$ cat config.mk
export PLATFORM = sky130hd
export DESIGN_NAME = irq_prio_chain
export DESIGN_NICKNAME = d
export VERILOG_FILES = /design/src/rtl/irq_chain_pkg.sv /design/src/rtl/irq_rst_sync.sv /design/src/rtl/irq_chain_stage.sv /design/src/rtl/irq_vec_encode.sv /design/src/rtl/irq_prio_chain.sv
export SDC_FILE = /design/constraint.sdc
export NUM_CORES = 1
export LEC_CHECK = 0
export CORE_AREA = 5 5 42 44
export DETAILED_ROUTE_END_ITERATION = 6
export DIE_AREA = 0 0 47 49
export DONT_BUFFER_PORTS = 1
export GPL_TIMING_DRIVEN = 0
export PLACE_DENSITY = 0.53
export SLEW_MARGIN = 20
export SYNTH_ARGS = -nofsm -noshare
export SYNTH_HDL_FRONTEND = slang
export SYNTH_SLANG_ARGS = --single-unit
$ cat constraint.sdc
create_clock -name clk -period 4.2 [get_ports clk]
set_input_delay 0.84 -clock clk [delete_from_list [all_inputs] [get_ports clk]]
set_output_delay 0.84 -clock clk [all_outputs]
set_load 0.05 [all_outputs]
$ cat src/rtl/irq_chain_pkg.sv
package irq_chain_pkg;
  // default number of sources on one card
  localparam int unsigned SRC_COUNT_DFLT = 4;
  // spacing of vector identifiers between adjacent sources
  localparam int unsigned VEC_STEP = 2;
  // reset synchroniser depth
  localparam int unsigned RST_SYNC_DEPTH = 2;
endpackage

$ cat src/rtl/irq_rst_sync.sv
module irq_rst_sync #(
  parameter int unsigned DEPTH = irq_chain_pkg::RST_SYNC_DEPTH
) (
  input  logic clk,
  input  logic arst_n,
  output logic srst_n
);
  logic [DEPTH-1:0] sync_q;
  logic [DEPTH-1:0] sync_d;

  always_comb begin
    sync_d = {sync_q[DEPTH-2:0], 1'b1};
  end

  always_ff @(posedge clk or negedge arst_n) begin
    if (!arst_n) sync_q <= '0;
    else         sync_q <= sync_d;
  end

  assign srst_n = sync_q[DEPTH-1];
endmodule

$ cat src/rtl/irq_chain_stage.sv
module irq_chain_stage (
  input  logic clk,
  input  logic rst_n,
  input  logic ien_i,
  input  logic req_i,
  input  logic ack_i,
  input  logic reti_i,
  output logic ieo_o,
  output logic gnt_o
);
  logic srv_q;
  logic srv_d;
  logic srv_en;
  logic pend;

  always_comb begin
    pend   = req_i & ~srv_q;
    gnt_o  = ien_i & pend & ack_i;
    ieo_o  = ien_i & ~pend & ~srv_q;
    srv_en = gnt_o | (reti_i & ien_i & srv_q);
    srv_d  = srv_q;
    if (srv_en) srv_d = gnt_o;
  end

  always_ff @(posedge clk or negedge rst_n) begin
    if (!rst_n) srv_q <= 1'b0;
    else        srv_q <= srv_d;
  end


  srv_set_on_ack_chk: assert property (@(posedge clk) disable iff (!rst_n)
    $rose(srv_q) |-> $past(ack_i && ien_i && req_i));

  srv_clr_on_reti_chk: assert property (@(posedge clk) disable iff (!rst_n)
    $fell(srv_q) |-> $past(reti_i && ien_i));

  srv_blocks_chain_chk: assert property (@(posedge clk) disable iff (!rst_n)
    srv_q |-> !ieo_o);
endmodule

$ cat src/rtl/irq_vec_encode.sv
module irq_vec_encode #(
  parameter int unsigned NUM_SRC  = irq_chain_pkg::SRC_COUNT_DFLT,
  parameter int unsigned VEC_W    = 8,
  parameter logic [VEC_W-1:0] VEC_BASE = '0
) (
  input  logic [NUM_SRC-1:0] grant_i,
  output logic [VEC_W-1:0]   vec_o
);
  localparam logic [VEC_W-1:0] STEP = VEC_W'(irq_chain_pkg::VEC_STEP);

  always_comb begin
    vec_o = '0;
    for (int k = 0; k < NUM_SRC; k++) begin
      if (grant_i[k]) vec_o = VEC_BASE + VEC_W'(k) * STEP;
    end
  end
endmodule

$ cat src/rtl/irq_prio_chain.sv
module irq_prio_chain #(
  parameter int unsigned NUM_SRC = irq_chain_pkg::SRC_COUNT_DFLT,
  parameter logic [NUM_SRC-1:0] FITTED = '1,
  parameter int unsigned VEC_W = 8,
  parameter logic [VEC_W-1:0] VEC_BASE = 8'h40
) (
  input  logic               clk,
  input  logic               rst_n,
  input  logic               ien_i,
  input  logic [NUM_SRC-1:0] req_i,
  input  logic               ack_i,
  input  logic               reti_i,
  output logic               ieo_o,
  output logic [NUM_SRC-1:0] grant_o,
  output logic [VEC_W-1:0]   vec_o
);
  logic               srst_n;
  logic [NUM_SRC:0]   chain;

  irq_rst_sync u_rst (
    .clk    (clk),
    .arst_n (rst_n),
    .srst_n (srst_n)
  );

  assign chain[0] = ien_i;

  for (genvar k = 0; k < NUM_SRC; k++) begin : g_stage
    if (FITTED[k]) begin : g_fit
      irq_chain_stage u_stage (
        .clk    (clk),
        .rst_n  (srst_n),
        .ien_i  (chain[k]),
        .req_i  (req_i[k]),
        .ack_i  (ack_i),
        .reti_i (reti_i),
        .ieo_o  (chain[k+1]),
        .gnt_o  (grant_o[k])
      );
    end else begin : g_gap
      assign chain[k+1]  = chain[k];
      assign grant_o[k]  = 1'b0;
    end
  end

  assign ieo_o = chain[NUM_SRC];

  irq_vec_encode #(
    .NUM_SRC  (NUM_SRC),
    .VEC_W    (VEC_W),
    .VEC_BASE (VEC_BASE)
  ) u_vec (
    .grant_i (grant_o),
    .vec_o   (vec_o)
  );


  grant_onehot_chk: assert property (@(posedge clk) disable iff (!srst_n)
    $onehot0(grant_o));

  grant_needs_ack_chk: assert property (@(posedge clk) disable iff (!srst_n)
    (grant_o != '0) |-> ack_i);

  chain_break_chk: assert property (@(posedge clk) disable iff (!srst_n)
    !ien_i |-> (grant_o == '0 && !ieo_o));

  vec_idle_chk: assert property (@(posedge clk) disable iff (!srst_n)
    (grant_o == '0) |-> (vec_o == '0));

  unfitted_silent_chk: assert property (@(posedge clk) disable iff (!srst_n)
    (grant_o & ~FITTED) == '0);
endmodule

# Word level (Yosys, flattened, before mapping)
# Cells that the tools add are included.
totals:
  reg_bits: 6
  latchBits: 0
  ram_bits: 0
  romBits: 0
  input_bits: 9
  wordCells: 49
  n_memories: 0
classes:
  addsub: 0
  multipliers: 0
  div: 0
  order_cmp: 0
  n_eq_ne: 0
  n_shift: 0
  n_mux: 4
  n_bitwise: 40
  reduce_logical: 0
ops:
  columns: ["cell", "n"]
  rows:
  - ["bitwise AND 1 bit", 28]
  - ["two-way mux 7 bit", 4]
  - ["inverter 1 bit", 8]
  - ["OR 1 bit", 4]

# Depth between registers and ports, before layout
# Gate-level depths: netlist of run 1.
depth:
  word_depth: 12
  depth_mapped: 4
  mapped_depth_nobuf: 4

# Cells and area by module
# From an unflattened synthesis of run 1, not the netlist that was laid out.
hier_totals:
  hier_cells: 33
  area_unflattened_um2: 334.1
modules_own_cells:
  columns: ["module", "n_inst", "cells_per_inst", "area_each_um2"]
  rows:
  - ["irq_chain_stage", 4, 5, 53.8]
  - ["irq_vec_encode", 1, 10, 65.1]
  - ["irq_rst_sync", 1, 3, 53.8]

# Worst setup path before layout of run 1
# No wires, ideal clock.
synth_path:
  path_kind: "input port to output port"
  startpoint: "input port req_i[0]"
  endpoint: "output port vec_o[1]"
  t_arrival_ps: 2470
  slack_ps: 890
  path_stages: 3
  path_buffers: 0
  path_cell_list: "nor4b_4 > nand2_1 > o31ai_1"
synth_via:
  elab_chain_len: 11
  word_cells_on_any_way: 17
  cone_classes: "mux (3); bitwise (14)"
synth_rtl:
  columns: ["item", "line_no", "source"]
  rows:
  - ["from (decl)", "irq_prio_chain.sv:10", "input logic [NUM_SRC-1:0] req_i,"]
  - ["bitwise AND 1 bit (*)", "irq_chain_stage.sv:17", "pend = req_i & ~srv_q;"]
  - ["inverter 1 bit (*)", "irq_chain_stage.sv:19", "ieo_o = ien_i & ~pend & ~srv_q;"]
  - ["bitwise AND 1 bit (*) (2 in series)", "irq_chain_stage.sv:19", null]
  - ["bitwise AND 1 bit (4 in series)", "irq_chain_stage.sv:19", null]
  - ["bitwise AND 1 bit (2 in series)", "irq_chain_stage.sv:18", "gnt_o = ien_i & pend & ack_i;"]
  - ["two-way mux 7 bit (*)", "irq_vec_encode.sv:14", "if (grant_i[k]) vec_o = VEC_BASE + VEC_W'(k) * STEP;"]
  - ["to (decl)", "irq_prio_chain.sv:15", "output logic [VEC_W-1:0] vec_o"]
# Mark *: on every way between the ends. The rest lies on a longest branch, timed or not.

# Worst setup path after layout of run 1
# Same ends and word-level chain as after synthesis.

==> results.json, run 1 <==
{
  "vias_per_cell": 4.58,
  "avgSynthCellArea_um2": 9.89,
  "arrival_ns": 2.12,
  "p_clk_frac": 0.253,
  "layout-area-overhead-vs-synth_pct": 16.3,
  "ir_drop_mv": 0.196,
  "cts.reportedPaths.clkPinSlew_ns": 0.04,
  "critical_path.startpoint_type": "input pin",
  "whs_ns": 0.0534,
  "power.switching_fraction": 0.346,
  "period_needed_ns": 2.96,
  "route.antenna.remaining_nets": 0,
  "hold_path_class": "reg2async",
  "number_of_nets_in_the_finished_design": 60,
  "via_count": 298,
  "post_cts_setup_buffer_count": 0,
  "yosys_register_bits": 6,
  "clock_tree_root_buffer_cell": "clkbuf_4",
  "synth_edf_count": 0,
  "first_iter_violations": 2,
  "detailedPlacementHpwl_um": 682,
  "timing.final.setup_violations": 0,
  "yosysSeqAreaShare": 0.361,
  "drt-total-wl_um": 759,
  "overflow": 0,
  "maxClockFrequency_mhz": 337,
  "share_of_the_synthesized_area_in_the_top_cell_type": 0.361,
  "grt_max_degree": 8,
  "clock_tree_from_tritoncts": "built",
  "gr_util_all_layers": 0.0765,
  "setup_repair_after_global_routing_missed_its_margin": "no",
  "die-area_mm2": 0.00230,
  "synth.lib_cells_used.distinct": 18,
  "power_report.internal_total_mw": 0.128,
  "postcts_resize_cnt": 0,
  "initial_core_util": 0.296,
  "sequentialPowerShare": 0.453,
  "synth-warning-count": 0,
  "number_of_slew_limit_violations_in_the_final_report": 0,
  "finalWeightedCongestion": 0.702,
  "slew_at_the_pin_closest_to_its_max_slew_limit_ns": 0.952,
  "first_pass_grt_wire_length_um": 1300,
  "floorplan.io_pins": 22,
  "antenna_found_initial": 0,
  "critPathCaptureType": "primary output",
  "rows": 14,
  "cts_hold_buffers": 0,
  "p_per_area_mw_per_mm2": 404,
  "timing.setup.tns_ns": 0,
  "dominantRegCellSynth": "dfrtp_1",
  "finalPower_mw": 0.195,
  "die_x_um": 47,
  "total_leakage_power_nw": 0.251,
  "critical_path_required_ns": 3.36,
  "setup.worst_path.class": "in2out",
  "first_global_vias": 307,
  "clock_sinks": 6,
  "timing.final.crit_share": 0.706,
  "routed_wire_length_per_instance_um": 11.7,
  "clockBufferDepth": 2,
  "drc": 0,
  "ys_top_cells_by_count": "buf_4 (9), dfrtp_1 (6), and3_1 (3), nand2_1 (3), nor3_1 (3)",
  "first_pass_iters": 3,
  "yosys.cell_count.top_type": "buf_4",
  "antenna_cells": 0,
  "clock_insertion_delay_worst_skew_ns": 0.23,
  "switchingPower_mw": 0.0676,
  "synth_area_leaders": "dfrtp_1 (36%), buf_4 (16%), nor4b_4 (5.7%)",
  "fillCellCount": 160,
  "share_of_layout_cells_above_drive_strength_1": 0.388,
  "cap_violations": 0,
  "max_slew_margin": 0.362,
  "finalInstanceArea_um2": 483,
  "cts_htree_levels": 1,
  "synth.largest_area_cell": "dfrtp_1",
  "combPwrFrac": 0.294,
  "cp_max_fo": 5,
  "synth_async_sr_flop_share": 1.00,
  "worst_clock_skew_ns": 0.00214,
  "cts-buffers-inserted": 3,
  "core_area_mm2": 0.00140,
  "outcome": "finished, final reports clean",
  "syn-cell-area_um2": 415,
  "hold_viol": 0,
  "port_buffers": 0,
  "post_dp_cell_area_um2": 460,
  "die-height_um": 49,
  "postSynthCellCount": 42
}
[power by group through the flow]
stage | registers, mW | logic, mW | clock network, mW
2_1_floorplan | 0.0852 | 0.0530 | 0
3_3_place_gp | 0.0872 | 0.0573 | 0
3_5_place_dp | 0.0898 | 0.0578 | 0
4_1_cts | 0.0890 | 0.0581 | 0.0528
5_1_grt | 0.0908 | 0.0618 | 0.0559
6_report | 0.0886 | 0.0573 | 0.0494
[registers in the layout, indices dropped and copies added (netlist names)]
register / flops
u_rst.sync_q: 2
g_stage.g_fit.u_stage.srv_q: 4
[critical path, cell delays in order]
cell     delay, ns
nor4b_4       0.30
nand2_1       0.19
o31ai_2       0.80
[final timing paths]
kind	from	end	slack, ns	cells after the start
setup / recovery	req_i[0]	vec_o[1]	1.24	3
max in group asynchronous	rst_n	u_rst.sync_q[1]	3.83	0
setup reg to reg	g_stage[0].g_fit.u_stage.srv_q	g_stage[2].g_fit.u_stage.srv_q	2.87	3
hold reg to reg	u_rst.sync_q[1]	g_stage[1].g_fit.u_stage.srv_q	0.05	0
min in group clk	u_rst.sync_q[0]	u_rst.sync_q[1]	0.35	0
hold / removal	u_rst.sync_q[1]	g_stage[1].g_fit.u_stage.srv_q	0.05	0
[area by class of cell]
cell class,instances,area (µm²),share of cell area
inverters,2,7.51,0.0155
well taps,16,20.0,0.0415
multi-input cells,29,215,0.446
plain buffers,9,67.6,0.140
clock buffers,3,22.5,0.0466
flip-flops and latches,6,150,0.311
[routing by layer]
metal  vias up  GRT usage  share of wire
met5         -          0              0
met2        11      0.122           0.52
met3         0     0.0406           0.13
li1        150          -              -
met1       137     0.0830           0.35
met4         0     0.0276              0
[cells in the final DEF (no fill, tap or decap), drive strengths merged]
cell,synthesis,final
nand2,3,3
nor2b,1,1
conb,2,6
a311o,1,1
nor4b,1,1
clkbuf,0,3
dfrtp,6,6
a31o,1,1
and3,3,3
inv,2,2
nand3,1,1
o31ai,2,2
nor3b,1,1
buf,9,9
a21o,3,3
nand3b,2,2
a32o,1,1
nor3,3,3
[cell families after synthesis]
| logic type | synth area share |
|---|---|
| other | 0.0181 |
| buffers and inverters | 0.181 |
| AOI/OAI and AO/OA | 0.166 |
| DFF | 0.361 |
| and+or+nand+nor | 0.274 |
[through the flow]
stage	instances	setup WS, ns	utilization
2_1_floorplan	46	0.890	-
3_3_place_gp	62	0.793	0.321
3_5_place_dp	62	1.23	0.329
4_1_cts	65	1.23	0.345
5_1_grt	65	1.14	0.345
6_report	65	1.24	0.345
Note: power is estimated with default switching activity, not from simulation.
==> run 2, diff against run 1 <==
==> constraint.sdc (replaced) <==
create_clock -name clk -period 2.9 [get_ports clk]
set_input_delay 0.58 -clock clk [delete_from_list [all_inputs] [get_ports clk]]
set_output_delay 0.58 -clock clk [all_outputs]
set_load 0.05 [all_outputs]
==> results of run 2 <==
The final DEF is identical to that of run 1. Status: finished, final reports clean.
Main changes from that run: setup slack after placement 1.23 ns -> 0.449 ns; setup slack after layout 1.24 ns -> 0.306 ns; hold slack 0.0534 ns -> 0.0416 ns; start point of the critical path req_i[0] -> g_stage[0].g_fit.u_stage.srv_q; register-to-register setup slack 2.87 ns -> 1.57 ns; total power 0.195 mW -> 0.283 mW; worst IR drop on VDD 0.196 mV -> 0.284 mV
